### src/rtl/wdt_postscale.sv
module wdt_postscale #(
  parameter int PRESCALE = 128,
  parameter int SEL_W    = 4
) (
  input  logic             clk,
  input  logic             rst_n,
  input  logic             osc_tick,
  input  logic             cfg_enable,
  input  logic             sw_enable,
  input  logic             clear_cmd,
  input  logic             sleep_entry,
  input  logic             asleep,
  input  logic             osc_fail,
  input  logic [SEL_W-1:0] ratio_sel,
  output logic             rst_req,
  output logic             wake_pulse,
  output logic             wake_flag
);
  localparam int PRE_W  = (PRESCALE > 2) ? $clog2(PRESCALE) : 1;
  localparam int POST_W = (1 << SEL_W) - 1;

  logic [PRE_W-1:0]  pre_cnt;
  logic [POST_W-1:0] post_cnt;
  logic [SEL_W-1:0]  sel_q;

  wire              enabled  = cfg_enable | sw_enable;
  wire              restart  = !enabled | clear_cmd | sleep_entry | osc_fail;
  wire              base_end = osc_tick && (pre_cnt == PRE_W'(PRESCALE - 1));
  wire [POST_W-1:0] post_lim = ~({POST_W{1'b1}} << sel_q);
  wire              expire   = !restart && base_end && (post_cnt == post_lim);

  always_ff @(posedge clk or negedge rst_n) begin
    if (!rst_n) begin
      pre_cnt  <= '0;
      post_cnt <= '0;
      sel_q    <= '0;
    end else if (restart) begin
      pre_cnt  <= '0;
      post_cnt <= '0;
      sel_q    <= ratio_sel;
    end else if (osc_tick) begin
      pre_cnt <= base_end ? '0 : pre_cnt + 1'b1;
      if (base_end)
        post_cnt <= expire ? '0 : post_cnt + 1'b1;
    end
  end

  always_ff @(posedge clk or negedge rst_n) begin
    if (!rst_n) begin
      rst_req    <= 1'b0;
      wake_pulse <= 1'b0;
      wake_flag  <= 1'b0;
    end else begin
      rst_req    <= expire && !asleep;
      wake_pulse <= expire && asleep;
      if (expire) wake_flag <= asleep;
    end
  end
endmodule

### config.mk
export PLATFORM = sky130hd
export DESIGN_NAME = wdt_postscale
export DESIGN_NICKNAME = d
export VERILOG_FILES = /design/src/rtl/wdt_postscale.sv
export SDC_FILE = /design/constraint.sdc
export NUM_CORES = 1
export LEC_CHECK = 0
export BUFFER_PORTS_ARGS = -buffer_cell sky130_fd_sc_hd__buf_2
export CORE_ASPECT_RATIO = 0.75
export CORE_MARGIN = 1
export CORE_UTILIZATION = 30
export CTS_BUF_LIST = sky130_fd_sc_hd__clkbuf_8
export DETAILED_ROUTE_END_ITERATION = 8
export MAX_ROUTING_LAYER = met4
export SYNTH_ARGS = -nofsm -noshare
export SYNTH_HDL_FRONTEND = slang
export SYNTH_SLANG_ARGS = --single-unit
### constraint.sdc
create_clock -name clk -period 7.44 [get_ports clk]
set_clock_uncertainty 0.2 [all_clocks]
set_input_delay 0.372 -clock clk [delete_from_list [all_inputs] [get_ports clk]]
set_output_delay 0.372 -clock clk [all_outputs]
set_load 0.03 [all_outputs]
==> flow_metrics.env, run 1 <==
export IMPL_status="completed"
export IMPL_die_h_um=70.25
export IMPL_htreeDepth=2
export IMPL_core_um2=5886
export IMPL_num_rows=24
export IMPL_drt_iter0_drc=154
export IMPL_die_area_um2=6532
export IMPL_finalHoldViolCount=0
export IMPL_cts_buffers=5
export IMPL_cp_required_ps=7410
export IMPL_drive_gt1_share_pct=13.19
export IMPL_io_buffers=15
export IMPL_rsz0062_at_grt="false"
export IMPL_min_period_over_period_pct=36.95
export IMPL_finalSetupTns_ps=0
export IMPL_io_pins=16
export IMPL_layout_nets=249
export IMPL_die_x_um=93.00
export IMPL_ant_nets=0
export IMPL_max_clock_freq_ghz=0.3637
export IMPL_postSynthCellCount=226
export IMPL_gr_total_overflow=0
export IMPL_max_slew_margin_pct=51.73
export IMPL_synth_cell_types=39
export IMPL_fin_crit_ps=2749
export IMPL_wirelength_um=4316
export IMPL_yosys_area_top_type="dfrtp_1"
export IMPL_critPathLaunchType="flip-flop"
export IMPL_synth_edff_count=0
export IMPL_cts_tree="done"
export IMPL_area_growth_pct=11.42
export IMPL_gp_congestion=0.8773
export IMPL_multi_input_area_um2=1045
export IMPL_drtPass1Iterations=5
export IMPL_grt_pass1_vias=1639
export IMPL_fillers=642
export IMPL_grt_usage_pct=16.02
export IMPL_critPathArrivalTime_ps=2720
export IMPL_async_flop_share_pct=100.0
export IMPL_syn_nets=241
export IMPL_wl_per_cell_um=13.79
export IMPL_grt_max_degree=30
export IMPL_via_per_inst=5.288
export IMPL_ys_ff_latch=29
export IMPL_setup_violations=0
export IMPL_clk_path_buf_depth=2
export IMPL_ys_seq_area_share_pct=38.95
export IMPL_slew_violations=0
export IMPL_leakage_nw=0.8465
export IMPL_ys_warn_count=0
export IMPL_p_per_area_nw_per_um2=158.1
export IMPL_clk_pin_slew_ps=70
export IMPL_grt_pass1_wl_um=7976
export IMPL_start_util_pct=31.65
export IMPL_synthTopCellsByArea="dfrtp_1 (39%), nand2_1 (6.9%), nor2_1 (5.0%)"
export IMPL_cp_end_kind="flip-flop"
export IMPL_syn_area_um2=1863
export IMPL_finalPower_uw=328.2
export IMPL_finish_instance_area_um2=2076
export IMPL_antenna_found_initial=0
export IMPL_antenna_cells=0
export IMPL_fin_util_pct=35.27
export IMPL_clk_latency_ps=290
export IMPL_placed_cell_area_um2=1969
export IMPL_clock_root_buffer="clkbuf_8"
export IMPL_synth_ff_type="dfrtp_1"
export IMPL_place_detailed_hpwl_um=3081
export IMPL_maxCapViolations=0
export IMPL_vias=1655
export IMPL_critPathMaxFanout=20
export IMPL_tightest_slew_ps=721.4
export IMPL_avgSynthCellArea_um2=8.244
export IMPL_ir_drop_mv=0.06199
export IMPL_worstSetupPathType="reg2reg"
export IMPL_synth_top_cell_area_share_pct=38.95
export IMPL_ff_latch_area_um2=725.7
export IMPL_min_path_type="in2reg"
export IMPL_route_detailed_drc=0
export IMPL_clkSinkCount=29
[synthesized netlist by cell type, types with 5 or more instances]
| master | number |
|---|---|
| nor4_1 | 6 |
| buf_2 | 5 |
| o221ai_1 | 8 |
| inv_1 | 5 |
| nand3_1 | 16 |
| nand2b_1 | 5 |
| xnor2_1 | 6 |
| and2_1 | 6 |
| nor2_1 | 25 |
| xor2_1 | 6 |
| dfrtp_1 | 29 |
| o21ai_0 | 12 |
| nand2_1 | 34 |
| clkbuf_1 | 10 |
| nor3_1 | 7 |
[report_power, final]
group / total (mW) / switching [mW] / leakage [nW] / internal, mW
registers: 0.165 / 0.00587 / 0.396 / 0.159
logic: 0.0240 / 0.0135 / 0.399 / 0.0105
clock network: 0.139 / 0.0642 / 0.0512 / 0.0748
[what timing repair did]
item,CTS,global route
hold buffers,1,0
gates resized for setup,0,0
setup buffers,0,0
endpoints found under the hold margin,29,0
[sequential cells by signal, indices dropped and copies added (netlist names)]
signal / count
wake_flag: 1
wake_pulse: 1
pre_cnt: 7
rst_req: 1
post_cnt: 15
sel_q: 4
[metrics by stage]
| step | instances | hold WS, ps | worst slack, ps |
|---|---|---|---|
| after global routing | 313 | 81.85 | 4456 |
| final | 313 | 75.65 | 4691 |
| after global placement | 304 | 253.2 | 4781 |
| after detailed placement | 304 | 257.9 | 4729 |
| after CTS | 313 | 71.20 | 4693 |
| after floorplan | 226 | -123.6 | 5042 |
[worst max-delay path: stages, from the launching register on]
cell and delay [ps]:
dfrtp_1 600, or3b_1 450, a21oi_1 120, o21ai_0 100, a2111o_1 610, nor3_2 210
mux2_1 340
[cell type report]
class / count / area share (%)
well taps: 78 / 4.702
clock inverters: 2 / 0.6631
clock buffers: 6 / 3.978
repair buffers: 17 / 4.461
multi-input cells: 176 / 50.33
inverters: 5 / 0.9042
flip-flops and latches: 29 / 34.96
[cell families (layout without fill, tap and decap cells)]
kind of cell	after synthesis	after routing	share of synthesized area (%)
and+or+nand+nor	116	116	30.56
AOI/OAI and AO/OA	40	40	15.04
DFF	29	29	38.95
buffers and inverters	21	30	4.970
xor gates and xnor gates	12	12	5.641
muxes	6	6	3.492
adders and majority gates	2	2	1.343
[layout by cell type, fill, tap and decap left out, drive strengths merged, types with 2 or more instances in the layout]
| cell type | Yosys | layout |
|---|---|---|
| buf | 6 | 16 |
| a22oi | 2 | 2 |
| nor2 | 25 | 25 |
| o22ai | 3 | 3 |
| inv | 5 | 5 |
| o31ai | 4 | 4 |
| and2 | 6 | 6 |
| mux2i | 2 | 2 |
| mux2 | 4 | 4 |
| nor3 | 9 | 9 |
| dfrtp | 29 | 29 |
| clkinv | 0 | 2 |
| or3 | 3 | 3 |
| a222oi | 2 | 2 |
| nand4 | 5 | 5 |
| ha | 2 | 2 |
| xor2 | 6 | 6 |
| nand2b | 5 | 5 |
| a21oi | 3 | 3 |
| nor2b | 4 | 4 |
| o221ai | 8 | 8 |
| nor4 | 6 | 6 |
| clkbuf | 10 | 6 |
| o21ai | 12 | 12 |
| nand3 | 16 | 16 |
| xnor2 | 6 | 6 |
| nand2 | 34 | 34 |
[final timing paths]
check | startpoint | to | slack [ps] | depth (start not counted)
setup reg to reg | sel_q[3] | wake_flag | 4690 | 6
setup / recovery | sel_q[3] | wake_flag | 4690 | 6
min in group asynchronous | rst_n | sel_q[3] | 450 | 2
hold / removal | asleep | rst_req | 80 | 2
hold reg to reg | wake_flag | wake_flag | 310 | 1
max in group asynchronous | rst_n | post_cnt[10] | 6160 | 2
[routing by layer]
layer  part of all wire, %  vias up  track usage [%]  wire [µm]
li1                      -      820                -          -
met1                    53      788            22.80       2277
met2                    40       44            21.81       1744
met3                   6.2        3            3.922        267
met4                  0.63        0            5.812         27
met5                     0        -                -          0
Power figures use the tool's default switching activity.
==> run 2, diff against run 1 <==
Clock period 7.44 ns to 2.77 ns, I/O delays scaled along.
==> run 2 against run 1 <==
  * Non-clock buffer count rose by 15
  * Clock power is 150% higher
  * Cell count grew 4.5%
  * Wire length up 5.3%
  * Critical path type unchanged
  * Largest cell class unchanged
  * Highest routed layer unchanged
==> flow_metrics.env, run 2 (same netlist as run 1, synthesis figures left out) <==
export IMPL_status="completed"
export IMPL_leakage_nw=0.9129
export IMPL_drt_iter0_drc=151
export IMPL_die_area_um2=6532
export IMPL_maxCapViolations=0
export IMPL_largest_reg_flops=15
export IMPL_cp_required_ps=2730
export IMPL_wl_per_cell_um=13.90
export IMPL_gr_total_overflow=0
export IMPL_ir_drop_mv=0.1733
export IMPL_cts_tree="done"
export IMPL_critPathMaxFanout=11
export IMPL_grt_pass1_wl_um=7803
export IMPL_route_detailed_drc=0
export IMPL_htreeDepth=2
export IMPL_layout_nets=264
export IMPL_core_um2=5886
export IMPL_min_period_over_period_pct=92.92
export IMPL_clock_root_buffer="clkbuf_8"
export IMPL_die_h_um=70.25
export IMPL_finish_instance_area_um2=2195
export IMPL_rsz0062_at_grt="false"
export IMPL_area_growth_pct=17.80
export IMPL_tightest_slew_ps=676.9
export IMPL_place_detailed_hpwl_um=3326
export IMPL_cts_buffers=5
export IMPL_regMostFlops="post_cnt"
export IMPL_die_x_um=93.00
export IMPL_grt_max_degree=30
export IMPL_start_util_pct=31.65
export IMPL_placed_cell_area_um2=2037
export IMPL_io_buffers=15
export IMPL_io_pins=16
export IMPL_ant_nets=0
export IMPL_drtPass1Iterations=5
export IMPL_antenna_cells=0
export IMPL_post_cts_repair_setup_buffers=0
export IMPL_clk_path_buf_depth=2
export IMPL_gp_congestion=0.8940
export IMPL_clk_latency_ps=280
export IMPL_wirelength_um=4546
export IMPL_max_clock_freq_ghz=0.3885
export IMPL_final_common_cell="nand2_1"
export IMPL_num_rows=24
export IMPL_final_cell_mix="nand2_1 (34), dfrtp_1 (28), nor2_1 (25)"
export IMPL_finalSetupTns_ps=0
export IMPL_p_per_area_nw_per_um2=394.9
export IMPL_grt_usage_pct=16.06
export IMPL_min_path_type="in2reg"
export IMPL_critPathLaunchType="flip-flop"
export IMPL_via_per_inst=5.174
export IMPL_drive_gt1_share_pct=15.66
export IMPL_cp_end_kind="flip-flop"
export IMPL_clkSinkCount=29
export IMPL_worstSetupPathType="reg2reg"
export IMPL_fin_crit_ps=2574
export IMPL_grt_pass1_vias=1601
export IMPL_vias=1692
export IMPL_setup_violations=0
export IMPL_finalHoldViolCount=0
export IMPL_antenna_found_initial=0
export IMPL_clk_pin_slew_ps=60
export IMPL_reg_top3="post_cnt: 15 flops, pre_cnt: 7 flops, sel_q: 4 flops"
export IMPL_slew_violations=0
export IMPL_max_slew_margin_pct=54.87
export IMPL_critPathArrivalTime_ps=2540
-- run 2: final timing paths --
path	slack [ps]	end	cells past startpoint	startpoint
min in group asynchronous	240	sel_q[0]	2	rst_n
max reg2reg	200	wake_flag	6	sel_q[3]
max in group asynchronous	1660	sel_q[2]	2	rst_n
min	110	pre_cnt[2]	3	cfg_enable
max	200	wake_flag	6	sel_q[3]
min reg2reg	300	wake_flag	1	wake_flag
-- run 2: cell type report --
cell class	count	area, µm²
fill	629	3691
tap	78	97.59
timing repair buffer	32	220.2
clock inverter	1	3.754
sequential	29	726.9
inverter	5	18.77
clock buffer	6	82.58
multi-input combinational	176	1045
-- run 2: critical path, cell delays in order (launching register included) --
cell      delay [ps]
dfrtp_1          500
or3b_1           420
a21oi_1          130
o21ai_0          100
a2111o_1         580
nor3_2           180
mux2_1           340
-- run 2: metrics by stage --
| stage | setup WS [ps] | power (mW) | std cells | hold slack (ps) | util, % |
|---|---|---|---|---|---|
| 2_1_floorplan | 372.2 | 0.4887 | 226 | -357.1 | - |
| 3_3_place_gp | 221.4 | 0.5199 | 313 | 20.40 | 34.61 |
| 3_5_place_dp | 180.0 | 0.5207 | 313 | 25.38 | 34.61 |
| 4_1_cts | 142.0 | 0.8800 | 327 | 111.0 | 37.27 |
| 5_1_grt | 7.526 | 0.9083 | 327 | 165.7 | 37.29 |
| 6_report | 196.2 | 0.8666 | 327 | 108.0 | 37.29 |
-- run 2: timing repair --
| item | in CTS | in global routing |
|---|---|---|
| hold buffers | 7 | 0 |
| endpoints found under the setup margin | 0 | 4 |
| resized for setup | 0 | 1 |
| endpoints found under the hold margin | 37 | 0 |
-- run 2: routing by layer --
layer | vias up | global-route usage (%) | routed length (µm)
met5 | - | - | 0
met4 | 0 | 5.470 | 71
met3 | 8 | 3.268 | 273
met2 | 52 | 20.92 | 1789
met1 | 785 | 24.19 | 2412
li1 | 847 | - | -
-- run 2: power breakdown --
part	internal (mW)	switching, mW
logic	0.0370	0.0425
clock network	0.193	0.154
registers	0.429	0.0118
total	0.658	0.208
